### config.mk
export PLATFORM = sky130hd
export DESIGN_NAME = motion_centroid_tracker
export DESIGN_NICKNAME = d
export VERILOG_FILES = /design/src/rtl/mct_pkg.sv /design/src/rtl/mct_luma.sv /design/src/rtl/mct_accum.sv /design/src/rtl/mct_divu.sv /design/src/rtl/motion_centroid_tracker.sv
export SDC_FILE = /design/constraint.sdc
export NUM_CORES = 1
export LEC_CHECK = 0
export BUFFER_PORTS_ARGS = -buffer_cell sky130_fd_sc_hd__buf_2
export CORE_MARGIN = 4
export CORE_UTILIZATION = 53
export CTS_BUF_LIST = sky130_fd_sc_hd__clkbuf_16
export DETAILED_ROUTE_END_ITERATION = 10
export GPL_TIMING_DRIVEN = 0
export PLACE_DENSITY = 0.81
export SLEW_MARGIN = 20
export SYNTH_ARGS = -nofsm -noshare
export SYNTH_HDL_FRONTEND = slang
export SYNTH_HIERARCHICAL = 1
export SYNTH_SLANG_ARGS = --single-unit
### constraint.sdc
create_clock -name clk -period 26.9 [get_ports clk]
set_input_delay 5.38 -clock clk [delete_from_list [all_inputs] [get_ports clk]]
set_output_delay 5.38 -clock clk [all_outputs]
set_load 0.01 [all_outputs]
### src/rtl/mct_pkg.sv
package mct_pkg;
  localparam int CH_W = 8;
  localparam int W_RED = 77;
  localparam int W_GRN = 150;
  localparam int W_BLU = 29;

  typedef struct packed {
    logic [CH_W-1:0] r;
    logic [CH_W-1:0] g;
    logic [CH_W-1:0] b;
  } rgb_t;

  typedef enum logic [1:0] {
    S_IDLE   = 2'd0,
    S_ACCUM  = 2'd1,
    S_DIVIDE = 2'd2,
    S_DONE   = 2'd3
  } fsm_t;
endpackage

### src/rtl/mct_luma.sv
module mct_luma
  import mct_pkg::*;
(
  input  rgb_t            px,
  output logic [CH_W-1:0] gray
);
  localparam int ACC_W = CH_W + 8;

  logic [ACC_W-1:0] wsum;

  always_comb begin
    wsum = ACC_W'(px.r) * ACC_W'(W_RED)
         + ACC_W'(px.g) * ACC_W'(W_GRN)
         + ACC_W'(px.b) * ACC_W'(W_BLU);
    gray = wsum[ACC_W-1:8];
  end
endmodule

### src/rtl/mct_accum.sv
module mct_accum #(
  parameter int COLS = 160,
  parameter int ROWS = 120,
  localparam int X_W   = $clog2(COLS),
  localparam int Y_W   = $clog2(ROWS),
  localparam int NPIX  = COLS * ROWS,
  localparam int CNT_W = $clog2(NPIX + 1),
  localparam int SX_W  = X_W + CNT_W,
  localparam int SY_W  = Y_W + CNT_W
) (
  input  logic             clk,
  input  logic             rst,
  input  logic             clear,
  input  logic             step,
  input  logic             hit,
  output logic             at_end,
  output logic [SX_W-1:0]  sum_x,
  output logic [SY_W-1:0]  sum_y,
  output logic [CNT_W-1:0] count,
  output logic [X_W-1:0]   min_x,
  output logic [X_W-1:0]   max_x,
  output logic [Y_W-1:0]   min_y,
  output logic [Y_W-1:0]   max_y
);
  localparam logic [X_W-1:0] X_LAST = X_W'(COLS - 1);
  localparam logic [Y_W-1:0] Y_LAST = Y_W'(ROWS - 1);

  logic [X_W-1:0] xpos;
  logic [Y_W-1:0] ypos;

  assign at_end = (xpos == X_LAST) && (ypos == Y_LAST);

  always_ff @(posedge clk) begin
    if (rst || clear) begin
      xpos  <= '0;
      ypos  <= '0;
      sum_x <= '0;
      sum_y <= '0;
      count <= '0;
      min_x <= X_LAST;
      max_x <= '0;
      min_y <= Y_LAST;
      max_y <= '0;
    end else if (step) begin
      if (xpos == X_LAST) begin
        xpos <= '0;
        ypos <= (ypos == Y_LAST) ? '0 : ypos + 1'b1;
      end else begin
        xpos <= xpos + 1'b1;
      end
      if (hit) begin
        sum_x <= sum_x + SX_W'(xpos);
        sum_y <= sum_y + SY_W'(ypos);
        count <= count + 1'b1;
        if (xpos < min_x) min_x <= xpos;
        if (xpos > max_x) max_x <= xpos;
        if (ypos < min_y) min_y <= ypos;
        if (ypos > max_y) max_y <= ypos;
      end
    end
  end
endmodule

### src/rtl/mct_divu.sv
module mct_divu #(
  parameter int NUM_W = 22,
  parameter int DEN_W = 15,
  parameter int Q_W   = 8,
  localparam int STEP_W = $clog2(NUM_W + 1)
) (
  input  logic             clk,
  input  logic             rst,
  input  logic             go,
  input  logic [NUM_W-1:0] num,
  input  logic [DEN_W-1:0] den,
  output logic             done,
  output logic [Q_W-1:0]   quo
);
  logic [DEN_W:0]      rem;
  logic [DEN_W-1:0]    den_q;
  logic [NUM_W-1:0]    qreg;
  logic [STEP_W-1:0]   steps;
  logic                running;
  logic [DEN_W:0]      trial;
  logic [DEN_W:0]      less;
  logic                fits;

  always_comb begin
    trial = {rem[DEN_W-1:0], qreg[NUM_W-1]};
    fits  = trial >= {1'b0, den_q};
    less  = trial - {1'b0, den_q};
  end

  always_ff @(posedge clk) begin
    if (rst) begin
      rem     <= '0;
      den_q   <= '0;
      qreg    <= '0;
      steps   <= '0;
      running <= 1'b0;
      done    <= 1'b0;
    end else begin
      done <= 1'b0;
      if (go) begin
        rem     <= '0;
        den_q   <= den;
        qreg    <= num;
        steps   <= STEP_W'(NUM_W);
        running <= 1'b1;
      end else if (running) begin
        rem   <= fits ? less : trial;
        qreg  <= {qreg[NUM_W-2:0], fits};
        steps <= steps - 1'b1;
        if (steps == STEP_W'(1)) begin
          running <= 1'b0;
          done    <= 1'b1;
        end
      end
    end
  end

  assign quo = qreg[Q_W-1:0];
endmodule

### src/rtl/motion_centroid_tracker.sv
module motion_centroid_tracker
  import mct_pkg::*;
#(
  parameter int COLS = 160,
  parameter int ROWS = 120,
  localparam int X_W = $clog2(COLS),
  localparam int Y_W = $clog2(ROWS)
) (
  input  logic              clk,
  input  logic              rst,
  input  logic              start,
  input  logic [CH_W-1:0]   thresh_in,
  input  logic              pix_valid,
  output logic              pix_ready,
  input  logic [3*CH_W-1:0] pix_cur,
  input  logic [3*CH_W-1:0] pix_prev,
  output logic              irq,
  output logic              res_valid,
  output logic [X_W-1:0]    cen_x,
  output logic [Y_W-1:0]    cen_y,
  output logic [X_W-1:0]    box_x_lo,
  output logic [X_W-1:0]    box_x_hi,
  output logic [Y_W-1:0]    box_y_lo,
  output logic [Y_W-1:0]    box_y_hi
);
  localparam int NPIX  = COLS * ROWS;
  localparam int CNT_W = $clog2(NPIX + 1);
  localparam int SX_W  = X_W + CNT_W;
  localparam int SY_W  = Y_W + CNT_W;
  localparam int SUM_W = (SX_W > SY_W) ? SX_W : SY_W;

  fsm_t            state;
  logic [CH_W-1:0] thr_q;
  logic            kick;

  // gray conversion of both frames
  rgb_t            px_in [2];
  logic [CH_W-1:0] lum   [2];
  assign px_in[0] = pix_cur;
  assign px_in[1] = pix_prev;

  for (genvar g = 0; g < 2; g++) begin : g_luma
    mct_luma u_luma (.px(px_in[g]), .gray(lum[g]));
  end

  logic [CH_W-1:0] absdiff;
  logic            hit;
  logic            take;
  logic            start_ok;

  assign absdiff   = (lum[0] >= lum[1]) ? (lum[0] - lum[1]) : (lum[1] - lum[0]);
  assign hit       = absdiff > thr_q;
  assign pix_ready = (state == S_ACCUM);
  assign take      = pix_valid && pix_ready;
  assign start_ok  = start && ((state == S_IDLE) || (state == S_DONE));

  logic             at_end;
  logic [SX_W-1:0]  sum_x;
  logic [SY_W-1:0]  sum_y;
  logic [CNT_W-1:0] count;
  logic [X_W-1:0]   min_x, max_x;
  logic [Y_W-1:0]   min_y, max_y;

  mct_accum #(.COLS(COLS), .ROWS(ROWS)) u_accum (
    .clk   (clk),
    .rst   (rst),
    .clear (start_ok),
    .step  (take),
    .hit   (hit),
    .at_end(at_end),
    .sum_x (sum_x),
    .sum_y (sum_y),
    .count (count),
    .min_x (min_x),
    .max_x (max_x),
    .min_y (min_y),
    .max_y (max_y)
  );

  logic           div_go;
  logic           done_x, done_y;
  logic [X_W-1:0] qx;
  logic [Y_W-1:0] qy;

  assign div_go = (state == S_DIVIDE) && kick && (count != '0);

  mct_divu #(.NUM_W(SUM_W), .DEN_W(CNT_W), .Q_W(X_W)) u_div_x (
    .clk (clk),
    .rst (rst),
    .go  (div_go),
    .num (SUM_W'(sum_x)),
    .den (count),
    .done(done_x),
    .quo (qx)
  );

  mct_divu #(.NUM_W(SUM_W), .DEN_W(CNT_W), .Q_W(Y_W)) u_div_y (
    .clk (clk),
    .rst (rst),
    .go  (div_go),
    .num (SUM_W'(sum_y)),
    .den (count),
    .done(done_y),
    .quo (qy)
  );

  always_ff @(posedge clk) begin
    if (rst) begin
      state     <= S_IDLE;
      thr_q     <= '0;
      kick      <= 1'b0;
      irq       <= 1'b0;
      res_valid <= 1'b0;
      cen_x     <= '0;
      cen_y     <= '0;
      box_x_lo  <= '0;
      box_x_hi  <= '0;
      box_y_lo  <= '0;
      box_y_hi  <= '0;
    end else begin
      kick <= 1'b0;
      unique case (state)
        S_IDLE, S_DONE: begin
          if (start) begin
            thr_q <= thresh_in;
            irq   <= 1'b0;
            state <= S_ACCUM;
          end
        end
        S_ACCUM: begin
          if (take && at_end) begin
            kick  <= 1'b1;
            state <= S_DIVIDE;
          end
        end
        S_DIVIDE: begin
          if (kick && (count == '0)) begin
            res_valid <= 1'b0;
            irq       <= 1'b1;
            state     <= S_DONE;
          end else if (done_x && done_y) begin
            res_valid <= 1'b1;
            cen_x     <= qx;
            cen_y     <= qy;
            box_x_lo  <= min_x;
            box_x_hi  <= max_x;
            box_y_lo  <= min_y;
            box_y_hi  <= max_y;
            irq       <= 1'b1;
            state     <= S_DONE;
          end
        end
        default: state <= S_IDLE;
      endcase
    end
  end
endmodule

==> out/metrics.cfg <==
[run_status]
status=finished, final reports clean

[yosys]
synth-edff-count=0
syn_nets=2963
ys_warn_count=6
synthArstFlopShare=0
synth_flop_cell=dfxtp_1
netlist_area_sq_mm=0.0217
ys_types=87
yosysSeqAreaShare=0.261
ys_seq_elements=283
synth.avg_cell_area_sq_um=8.63
netlist_instances=2513

[timing]
tns_ps=0
hold_viol=0
post-route-min-period_ps=15710
tightestPinTransition_ps=831
fin_crit_sh=0.584
slew_headroom=0.446
fin_worst_skew_ps=13.0
rsz0062_at_grt=no
slew_viol_final=0
max_freq_mhz=63.7
setup_violations=0
timing.hold.ws_ps=451

[critical_path]
required_ps=27380
cp_top_family=adder cells
cp-end-kind=register
crit_arrival_ps=16190
startpoint=pix_prev[12]
rr_endpoint=u_accum/min_y[4]
start_kind=primary input
crit_end=u_accum/max_x[0]
path_buf_inv=9
worstReg2RegStart=state[0]
slowest_stage=fa_1
cpPeakStageDelay_ps=550
reg2regPathDepth=8
cp_max_fo=10
critPathKind=in -> reg
crit_cells=42
regToRegSetupSlack_ps=23550

[layout]
antenna_cells=0
drive_gt1_frac=0.0912
nets=3101
finalCoreUtilization=0.596
syn_to_final_growth_pct=10.3
final_area_sq_mm=0.0239

[detailed_routing]
drt_iter0_drc=1390
antenna_left=0
wl_per_cell_um=16.5
drt-pass1-iter-count=7
drcViolationCount=0
wl_mm=52.7
vias=18211
vias_per_cell=5.69

[cts]
cts_tree=done
clock_latency_ps=550
cts.sinks=283
clk_pin_slew_ps=70
htreeDepth=1
cts_resized=0
cts-buffers-inserted=29
cts-root-buf=clkbuf_16
clockBufferDepth=3
holdBufCountCts=0
post_cts_buffers=0

[die]
die-area_sq_mm=0.0442
rows=73
start_util=0.541
fp.coreArea_sq_mm=0.0401
die_w_um=210
ioPinCount=108
die_h_um=210

[place]
gp_congestion=0.928
dpl_cell_area_sq_mm=0.0229
dp_hpwl_mm=40.9
io_buffers=107

[global_route]
grt_pass1_vias=18283
grt.overflow.total=0
grt_max_degree=19
grt_pass1_wl_mm=87.6
antenna_found_initial=0
grt_usage=0.231

[job]
drv_cap=0

[worst_hold_path]
hp-class=reg -> reg

## sequential cells by signal, summed over array words and instances (netlist names), 7 cells and up
name           cells
box_x_hi           8
box_x_lo           8
box_y_hi           7
box_y_lo           7
cen_x              8
cen_y              7
thr_q              8
u_accum/count     15
u_accum/max_x      8
u_accum/max_y      7
u_accum/min_x      8
u_accum/min_y      7
u_accum/sum_x     23
u_accum/sum_y     22
u_accum/xpos       8
u_accum/ypos       7
u_div_x/den_q     15
u_div_x/qreg      23
u_div_x/rem       15
u_div_y/den_q     15
u_div_y/qreg      23
u_div_y/rem       15
## worst register-to-register path, stage by stage (launching register included)
cell	delay, ps
dfxtp_1	380
inv_1	70
ha_1	330
nand2_1	260
clkinv_1	540
nor2_1	380
clkbuf_1	530
clkbuf_1	510
o211ai_1	190
## cell families after synthesis
kind of cell | synth area share
flops | 0.261
fa+ha+maj | 0.265
compound gates | 0.143
buf+inv | 0.0733
mux | 0.0597
simple gates | 0.156
xor+xnor | 0.0414
other cells | 0.000173
## through the flow
stage	setup slack [ps]	cells
floorplan	12120	2513
global placement	10940	3145
detailed placement	10730	3145
CTS	11270	3199
global route	10470	3199
finish	11190	3199
## cell usage after synthesis, types with 22 or more instances
library cell / instances / share of area
dfxtp_1: 283 / 0.26
inv_1: 281 / 0.049
ha_1: 274 / 0.16
nor2_1: 250 / 0.043
nand2_1: 226 / 0.039
a21oi_1: 225 / 0.052
mux2i_1: 126 / 0.058
fa_1: 116 / 0.11
o21ai_0: 89 / 0.021
clkbuf_1: 59 / 0.010
xor2_1: 54 / 0.022
nand3_1: 48 / 0.011
xnor2_1: 46 / 0.019
nand4_1: 31 / 0.0089
nor3_1: 25 / 0.0058
o211ai_1: 25 / 0.0087
or3_1: 22 / 0.0063
## placed cells by master, fill, tap and decap left out, types with 54 or more instances in the layout
cell type	instances
inv_1	284
dfxtp_1	283
ha_1	274
nor2_1	250
nand2_1	226
a21oi_1	225
mux2i_1	126
buf_2	120
fa_1	116
o21ai_0	89
clkbuf_1	59
xor2_1	54
## routing by layer
layer  track usage  part of all wire
met2         0.409              0.49
met5             0                 0
met3        0.0247             0.054
met4        0.0583             0.023
met1         0.302              0.43
## final cells by class
class,count,area [sq um]
fill,3397,16200
multi-input combinational,1843,14400
buffer,105,531
inverter,282,1060
clock inverter,25,308
sequential,283,5670
timing repair buffer,107,536
clock buffer,29,726
tap,525,657
## worst min-delay path by stage
stage	startpoint	endpoint	slack, ps	depth (start not counted)
final	u_accum/min_y[2]	box_y_lo[2]	450	2
after detailed placement	box_x_hi[0]	box_x_hi[0]	450	2
after floorplan	u_accum/min_y[1]	box_y_lo[1]	430	2
after global routing	box_x_lo[4]	box_x_lo[4]	470	2
after global placement	box_x_hi[2]	box_x_hi[2]	440	2
after CTS	box_x_hi[0]	box_x_hi[0]	450	2
Power is left out: the tool's default activity adds up to more than one toggle a clock period on the data nets, which glitch-free logic cannot reach.
